[src/rtl/tdmd_pkg.sv]
package tdmd_pkg;

   function automatic int clog2_min1(input int value);
      int w;
      w = 0;
      while ((1 << w) < value) w++;
      return (w < 1) ? 1 : w;
   endfunction

   function automatic bit is_pow2(input int value);
      return (value > 0) && ((value & (value - 1)) == 0);
   endfunction

endpackage

[src/rtl/tdmd_frame_ctr.sv]
module tdmd_frame_ctr #(
   parameter int FRAME_BITS = 256,
   parameter int CNT_W      = tdmd_pkg::clog2_min1(FRAME_BITS)
) (
   input  logic             clk,
   input  logic             rst_n,
   input  logic             sync_i,
   output logic [CNT_W-1:0] pos_o,
   output logic             locked_o,
   output logic             resync_o
);
   localparam logic [CNT_W-1:0] LAST_POS = CNT_W'(FRAME_BITS - 1);

   logic [CNT_W-1:0] cnt_q;
   logic             locked_q;
   logic             resync_q;
   logic [CNT_W-1:0] pos_d;
   logic [CNT_W-1:0] next_d;

   // current bit position: the marker forces position zero
   always_comb begin
      pos_d  = sync_i ? '0 : cnt_q;
      next_d = (pos_d == LAST_POS) ? '0 : pos_d + 1'b1;
   end

   always_ff @(posedge clk or negedge rst_n) begin
      if (!rst_n) begin
         cnt_q    <= '0;
         locked_q <= 1'b0;
         resync_q <= 1'b0;
      end else begin
         cnt_q    <= next_d;
         locked_q <= locked_q | sync_i;
         resync_q <= sync_i & locked_q & (cnt_q != '0);
      end
   end

   assign pos_o    = pos_d;
   assign locked_o = locked_q;
   assign resync_o = resync_q;
endmodule

[src/rtl/tdmd_sipo.sv]
module tdmd_sipo #(
   parameter int  WIDTH     = 8,
   parameter bit  MSB_FIRST = 1'b1
) (
   input  logic             clk,
   input  logic             rst_n,
   input  logic             bit_i,
   output logic [WIDTH-1:0] word_o
);
   localparam int KEEP = WIDTH - 1;

   logic [KEEP-1:0] sr_q;

   generate
      if (MSB_FIRST) begin : g_msb
         // older bits sit at the high end
         assign word_o = {sr_q, bit_i};
         always_ff @(posedge clk or negedge rst_n) begin
            if (!rst_n) sr_q <= '0;
            else        sr_q <= word_o[KEEP-1:0];
         end
      end else begin : g_lsb
         // older bits sit at the low end
         assign word_o = {bit_i, sr_q};
         always_ff @(posedge clk or negedge rst_n) begin
            if (!rst_n) sr_q <= '0;
            else        sr_q <= word_o[WIDTH-1:1];
         end
      end
   endgenerate
endmodule

[src/rtl/tdmd_hold.sv]
module tdmd_hold #(
   parameter int WIDTH  = 8,
   parameter int SLOT_W = 5
) (
   input  logic              clk,
   input  logic              rst_n,
   input  logic              load_i,
   input  logic [WIDTH-1:0]  word_i,
   input  logic [SLOT_W-1:0] slot_i,
   output logic [WIDTH-1:0]  byte_o,
   output logic [SLOT_W-1:0] slot_o,
   output logic              vld_o
);
   always_ff @(posedge clk or negedge rst_n) begin
      if (!rst_n) begin
         byte_o <= '0;
         slot_o <= '0;
         vld_o  <= 1'b0;
      end else begin
         vld_o <= load_i;
         if (load_i) begin
            byte_o <= word_i;
            slot_o <= slot_i;
         end
      end
   end
endmodule

[src/rtl/tdmd_deser.sv]
module tdmd_deser #(
   parameter int SLOTS     = 32,
   parameter int BITS      = 8,
   parameter bit MSB_FIRST = 1'b1,
   parameter int SLOT_W    = tdmd_pkg::clog2_min1(SLOTS)
) (
   input  logic              clk,
   input  logic              rst_n,
   input  logic              ser_bit_i,
   input  logic              frame_sync_i,
   output logic [BITS-1:0]   byte_o,
   output logic [SLOT_W-1:0] slot_o,
   output logic              byte_vld_o,
   output logic              resync_o
);
   localparam int FRAME_BITS = SLOTS * BITS;
   localparam int CNT_W      = tdmd_pkg::clog2_min1(FRAME_BITS);
   localparam int BIT_W      = tdmd_pkg::clog2_min1(BITS);

   generate
      if (!tdmd_pkg::is_pow2(BITS) || BITS < 2) begin : g_bad_bits
         $fatal(1, "BITS must be a power of two of at least 2");
      end
      if (SLOTS < 1) begin : g_bad_slots
         $fatal(1, "SLOTS must be at least 1");
      end
      if (SLOT_W < tdmd_pkg::clog2_min1(SLOTS)) begin : g_bad_sw
         $fatal(1, "SLOT_W too narrow for SLOTS");
      end
   endgenerate

   logic [CNT_W-1:0] pos;
   logic             locked;
   logic [BITS-1:0]  word;
   logic             slot_done;
   logic [SLOT_W-1:0] cur_slot;

   tdmd_frame_ctr #(.FRAME_BITS(FRAME_BITS), .CNT_W(CNT_W)) ctr_i (
      .clk     (clk),
      .rst_n   (rst_n),
      .sync_i  (frame_sync_i),
      .pos_o   (pos),
      .locked_o(locked),
      .resync_o(resync_o)
   );

   tdmd_sipo #(.WIDTH(BITS), .MSB_FIRST(MSB_FIRST)) sipo_i (
      .clk   (clk),
      .rst_n (rst_n),
      .bit_i (ser_bit_i),
      .word_o(word)
   );

   // last bit of a slot: low bit-number field all ones
   always_comb begin
      slot_done = locked && (pos[BIT_W-1:0] == {BIT_W{1'b1}});
   end

   generate
      if (CNT_W > BIT_W) begin : g_slot_field
         localparam int HI_W = CNT_W - BIT_W;
         logic [HI_W-1:0] hi;
         assign hi = pos[CNT_W-1:BIT_W];
         if (HI_W >= SLOT_W) begin : g_trim
            assign cur_slot = hi[SLOT_W-1:0];
         end else begin : g_pad
            assign cur_slot = {{(SLOT_W-HI_W){1'b0}}, hi};
         end
      end else begin : g_one_slot
         assign cur_slot = '0;
      end
   endgenerate

   tdmd_hold #(.WIDTH(BITS), .SLOT_W(SLOT_W)) hold_i (
      .clk   (clk),
      .rst_n (rst_n),
      .load_i(slot_done),
      .word_i(word),
      .slot_i(cur_slot),
      .byte_o(byte_o),
      .slot_o(slot_o),
      .vld_o (byte_vld_o)
   );
endmodule


[config.mk]
export PLATFORM = sky130hd
export DESIGN_NAME = tdmd_deser
export DESIGN_NICKNAME = d
export VERILOG_FILES = /design/src/rtl/tdmd_pkg.sv /design/src/rtl/tdmd_frame_ctr.sv /design/src/rtl/tdmd_sipo.sv /design/src/rtl/tdmd_hold.sv /design/src/rtl/tdmd_deser.sv
export SDC_FILE = /design/constraint.sdc
export NUM_CORES = 1
export LEC_CHECK = 0
export BUFFER_PORTS_ARGS = -buffer_cell sky130_fd_sc_hd__buf_2
export CAP_MARGIN = 20
export CORE_UTILIZATION = 45
export DETAILED_ROUTE_END_ITERATION = 7
export PLACE_DENSITY = 0.66
export RECOVER_POWER = 25
export SKIP_LAST_GASP = 1
export SLEW_MARGIN = 10
export SYNTH_ARGS = -nofsm -noshare
export SYNTH_HDL_FRONTEND = slang
export SYNTH_SLANG_ARGS = --single-unit
[constraint.sdc]
create_clock -name clk -period 2.15 [get_ports clk]
set_clock_uncertainty 0.05 [all_clocks]
set_input_delay 0.1075 -clock clk [delete_from_list [all_inputs] [get_ports clk]]
set_output_delay 0.1075 -clock clk [all_outputs]
set_load 0.005 [all_outputs]
==> out/metrics.yaml <==
status: "completed"
path_max_fanout: 18
clkLatencyLatePin_ps: 330
cp_slowest_cell: "dfrtp_1"
switching_power_uw: 250
gp_congestion: 0.810
regToRegSetupSlack_ps: 360
drc: 0
worstMarginPinSlew_ps: 662
holdWs_ps: 49.3
seq_area_frac_synth: 0.640
clock-sinks: 31
hold_viol: 0
report.power.total_uw: 1050
ys.flop_type: "dfrtp_1"
critPathCaptureType: "flip-flop"
ys_ff_latch: 31
swShare: 0.239
cts.reportedPaths.clkPinSlew_ps: 90
muxShareOfSynthArea: 0.0837
leakage_uw: 0.000713
layout_min_cycle_time_ps: 1790
crit_type: "reg2reg"
overflow: 0
drive_gt1_frac: 0.303
grt_pass1_vias: 702
numCtsBuffers: 5
hpwl_mm: 1.27
initial_core_util: 0.484
nFillCells: 221
grt_pass1_wl_mm: 3.13
worstHoldPathType: "in2reg"
synth_top_family_by_area: "simple AND/OR/NAND/NOR gates"
cp_data_required_time_ps: 2320
cp_slowest_stage_delay_ps: 410
async_flop_share: 1.00
die_w_um: 53.9
crit_buf_inv: 0
cts_setup_buffers: 0
avgViaCountPerCell: 5.13
synth_fa_ha_area_frac: 0.0207
synth_compound_area_frac: 0.0455
fin_setup_tns_ps: 0
ys_types: 28
grtUsageTotal: 0.165
dr.pass1.iters: 4
start_kind: "flip-flop"
cp_data_arrival_time_ps: 1960
cp_common_cell: "ha_1"
pwr-share-comb: 0.085
internal-power_uw: 796
mappedNetlistNets: 100
clockBufferDepth: 2
yosysWarnings: 0
p_per_area_nw_per_um2: 751
slew_headroom: 0.559
wl_mm: 1.88
layout.nets: 124
setup_ws_ps: 358
cp_cell_sequence: "nor2b_1 -> ha_1 -> ha_1 -> nand2_2 -> mux2_2"
area.growth.synth_to_final_pct: 15.0
cts_tree: "done"
fp.coreArea_um2: 2500
rsz0062_at_grt: "no"
yosysTopAreaCell: "dfrtp_1"
netlist_instances: 94
synth_area_um2: 1210
slew_viol_final: 0
routed-via-count: 764
finalSetupViolations: 0
final-seq-area_um2: 776
critPathTopFamily: "simple AND/OR/NAND/NOR gates"
die_area_um2: 2900
num_antenna_cells: 0
synth_top_area_share: 0.640
synth_enable_flop_cells: 0
fmax_mhz: 558
cts_root_buffer: "clkbuf_4"
maxCapViolCount: 0
fin_crit_sh: 0.833
synth_area_leaders: "dfrtp_1 64%, mux2_2 8.4%, and2_1 2.1%, ha_1 2.1%, nand2b_1 2.1%"
htree_levels: 2
multiInputGateArea_um2: 408
wl_per_cell_um: 12.6
drt_iter0_drc: 8
yosys.area_share.simple: 0.165
clockPowerShare: 0.302
ios: 19
grt_max_degree: 32
ant_nets: 0
synth_xor_area_frac: 0.0217
rows: 18
syn_avg_cell_area_um2: 12.9
antenna_found_initial: 0
worst_ir_drop_vdd_v: 0.000560
portBuffers: 18
seq_power_share: 0.613
die_h_um: 53.9
dpl_worst_slack_ps: 353
==> layout by cell type (no fill, tap or decap), drive strengths merged, types with 2 or more instances in the layout <==
cell and instances:
dfrtp 31, buf 18, mux2 9, nand2 6, clkbuf 6, o21ai 5
and2 4, nand2b 4, nor2 4, nor2b 3, nand3 3, a21oi 2
nand4 2, xor2 2, and4 2, inv 2, nor4 2, ha 2
dlygate4sd3 2
==> area by class of cell <==
class / instances / share of cell area
sequential: 31 / 0.557
inverter: 2 / 0.00539
timing repair buffer: 20 / 0.0791
clock buffer: 6 / 0.0296
tap: 30 / 0.0270
multi-input combinational: 58 / 0.293
clock inverter: 2 / 0.00898
==> state kept, by name (all words and copies together) (netlist names) <==
register / count
ctr_i.locked_o: 1
sipo_i.sr_q: 7
hold_i.byte_o: 8
hold_i.slot_o: 5
ctr_i.resync_o: 1
ctr_i.cnt_q: 8
hold_i.vld_o: 1
==> per-layer routing <==
metal  part of all wire  global-route usage  vias up
li1                   -                   -      376
met4              0.022              0.0877        0
met3              0.067              0.0932        5
met5                  0                   0        -
met1               0.47               0.195      361
met2               0.44               0.237       22
==> logic make-up (layout without fill, tap and decap cells) <==
family,count (synthesis),in the layout
AND/OR/NAND/NOR,35,35
XOR/XNOR,3,3
flip-flops,31,31
buffers and inverters,5,30
adder cells (fa/ha/maj),2,2
AO/OA/AOI/OAI,9,9
multiplexers,9,9
==> per-stage QoR <==
step                 util  instance area, um2  cells
global route        0.557                1390    149
global placement    0.528                1320    139
CTS                 0.557                1390    149
finish              0.557                1390    149
floorplan               -                1210     94
detailed placement  0.528                1320    139
==> path summary, 6_finish.rpt <==
| kind | start | end | cells past startpoint |
|---|---|---|---|
| min reg2reg | sipo_i.sr_q[2] | sipo_i.sr_q[3] | 0 |
| min in group asynchronous | rst_n | hold_i.byte_o[5] | 2 |
| max in group asynchronous | rst_n | ctr_i.cnt_q[3] | 2 |
| max reg2reg | ctr_i.cnt_q[0] | hold_i.slot_o[3] | 5 |
| min | frame_sync_i | ctr_i.cnt_q[4] | 2 |
| max | ctr_i.cnt_q[0] | hold_i.slot_o[3] | 5 |
==> synth_stat cells, types with 2 or more instances <==
master and n:
and4_1 2, ha_1 2, nand3_1 3, xor2_1 2, nor4_1 2, o21ai_0 5
nor2_1 4, a21oi_1 2, and2_1 4, nand4_1 2, dfrtp_1 31, nand2_1 5
mux2_2 9, inv_1 2, nand2b_1 4, nor2b_1 3
==> power groups by stage <==
| stage | Combinational [uW] | Clock, uW | Sequential [uW] |
|---|---|---|---|
| 3_3_place_gp | 87.9 | 0 | 652 |
| 3_5_place_dp | 88.6 | 0 | 653 |
| 5_1_grt | 101 | 363 | 648 |
| 2_1_floorplan | 41.2 | 0 | 654 |
| 4_1_cts | 91.9 | 330 | 642 |
| 6_report | 89.1 | 315 | 641 |
==> what timing repair did <==
item                      in CTS  in global routing
resized for setup              0                  0
hold endpoints to repair      33                  0
hold buffers                   2                  0
Note: power is estimated with default switching activity, not from simulation.
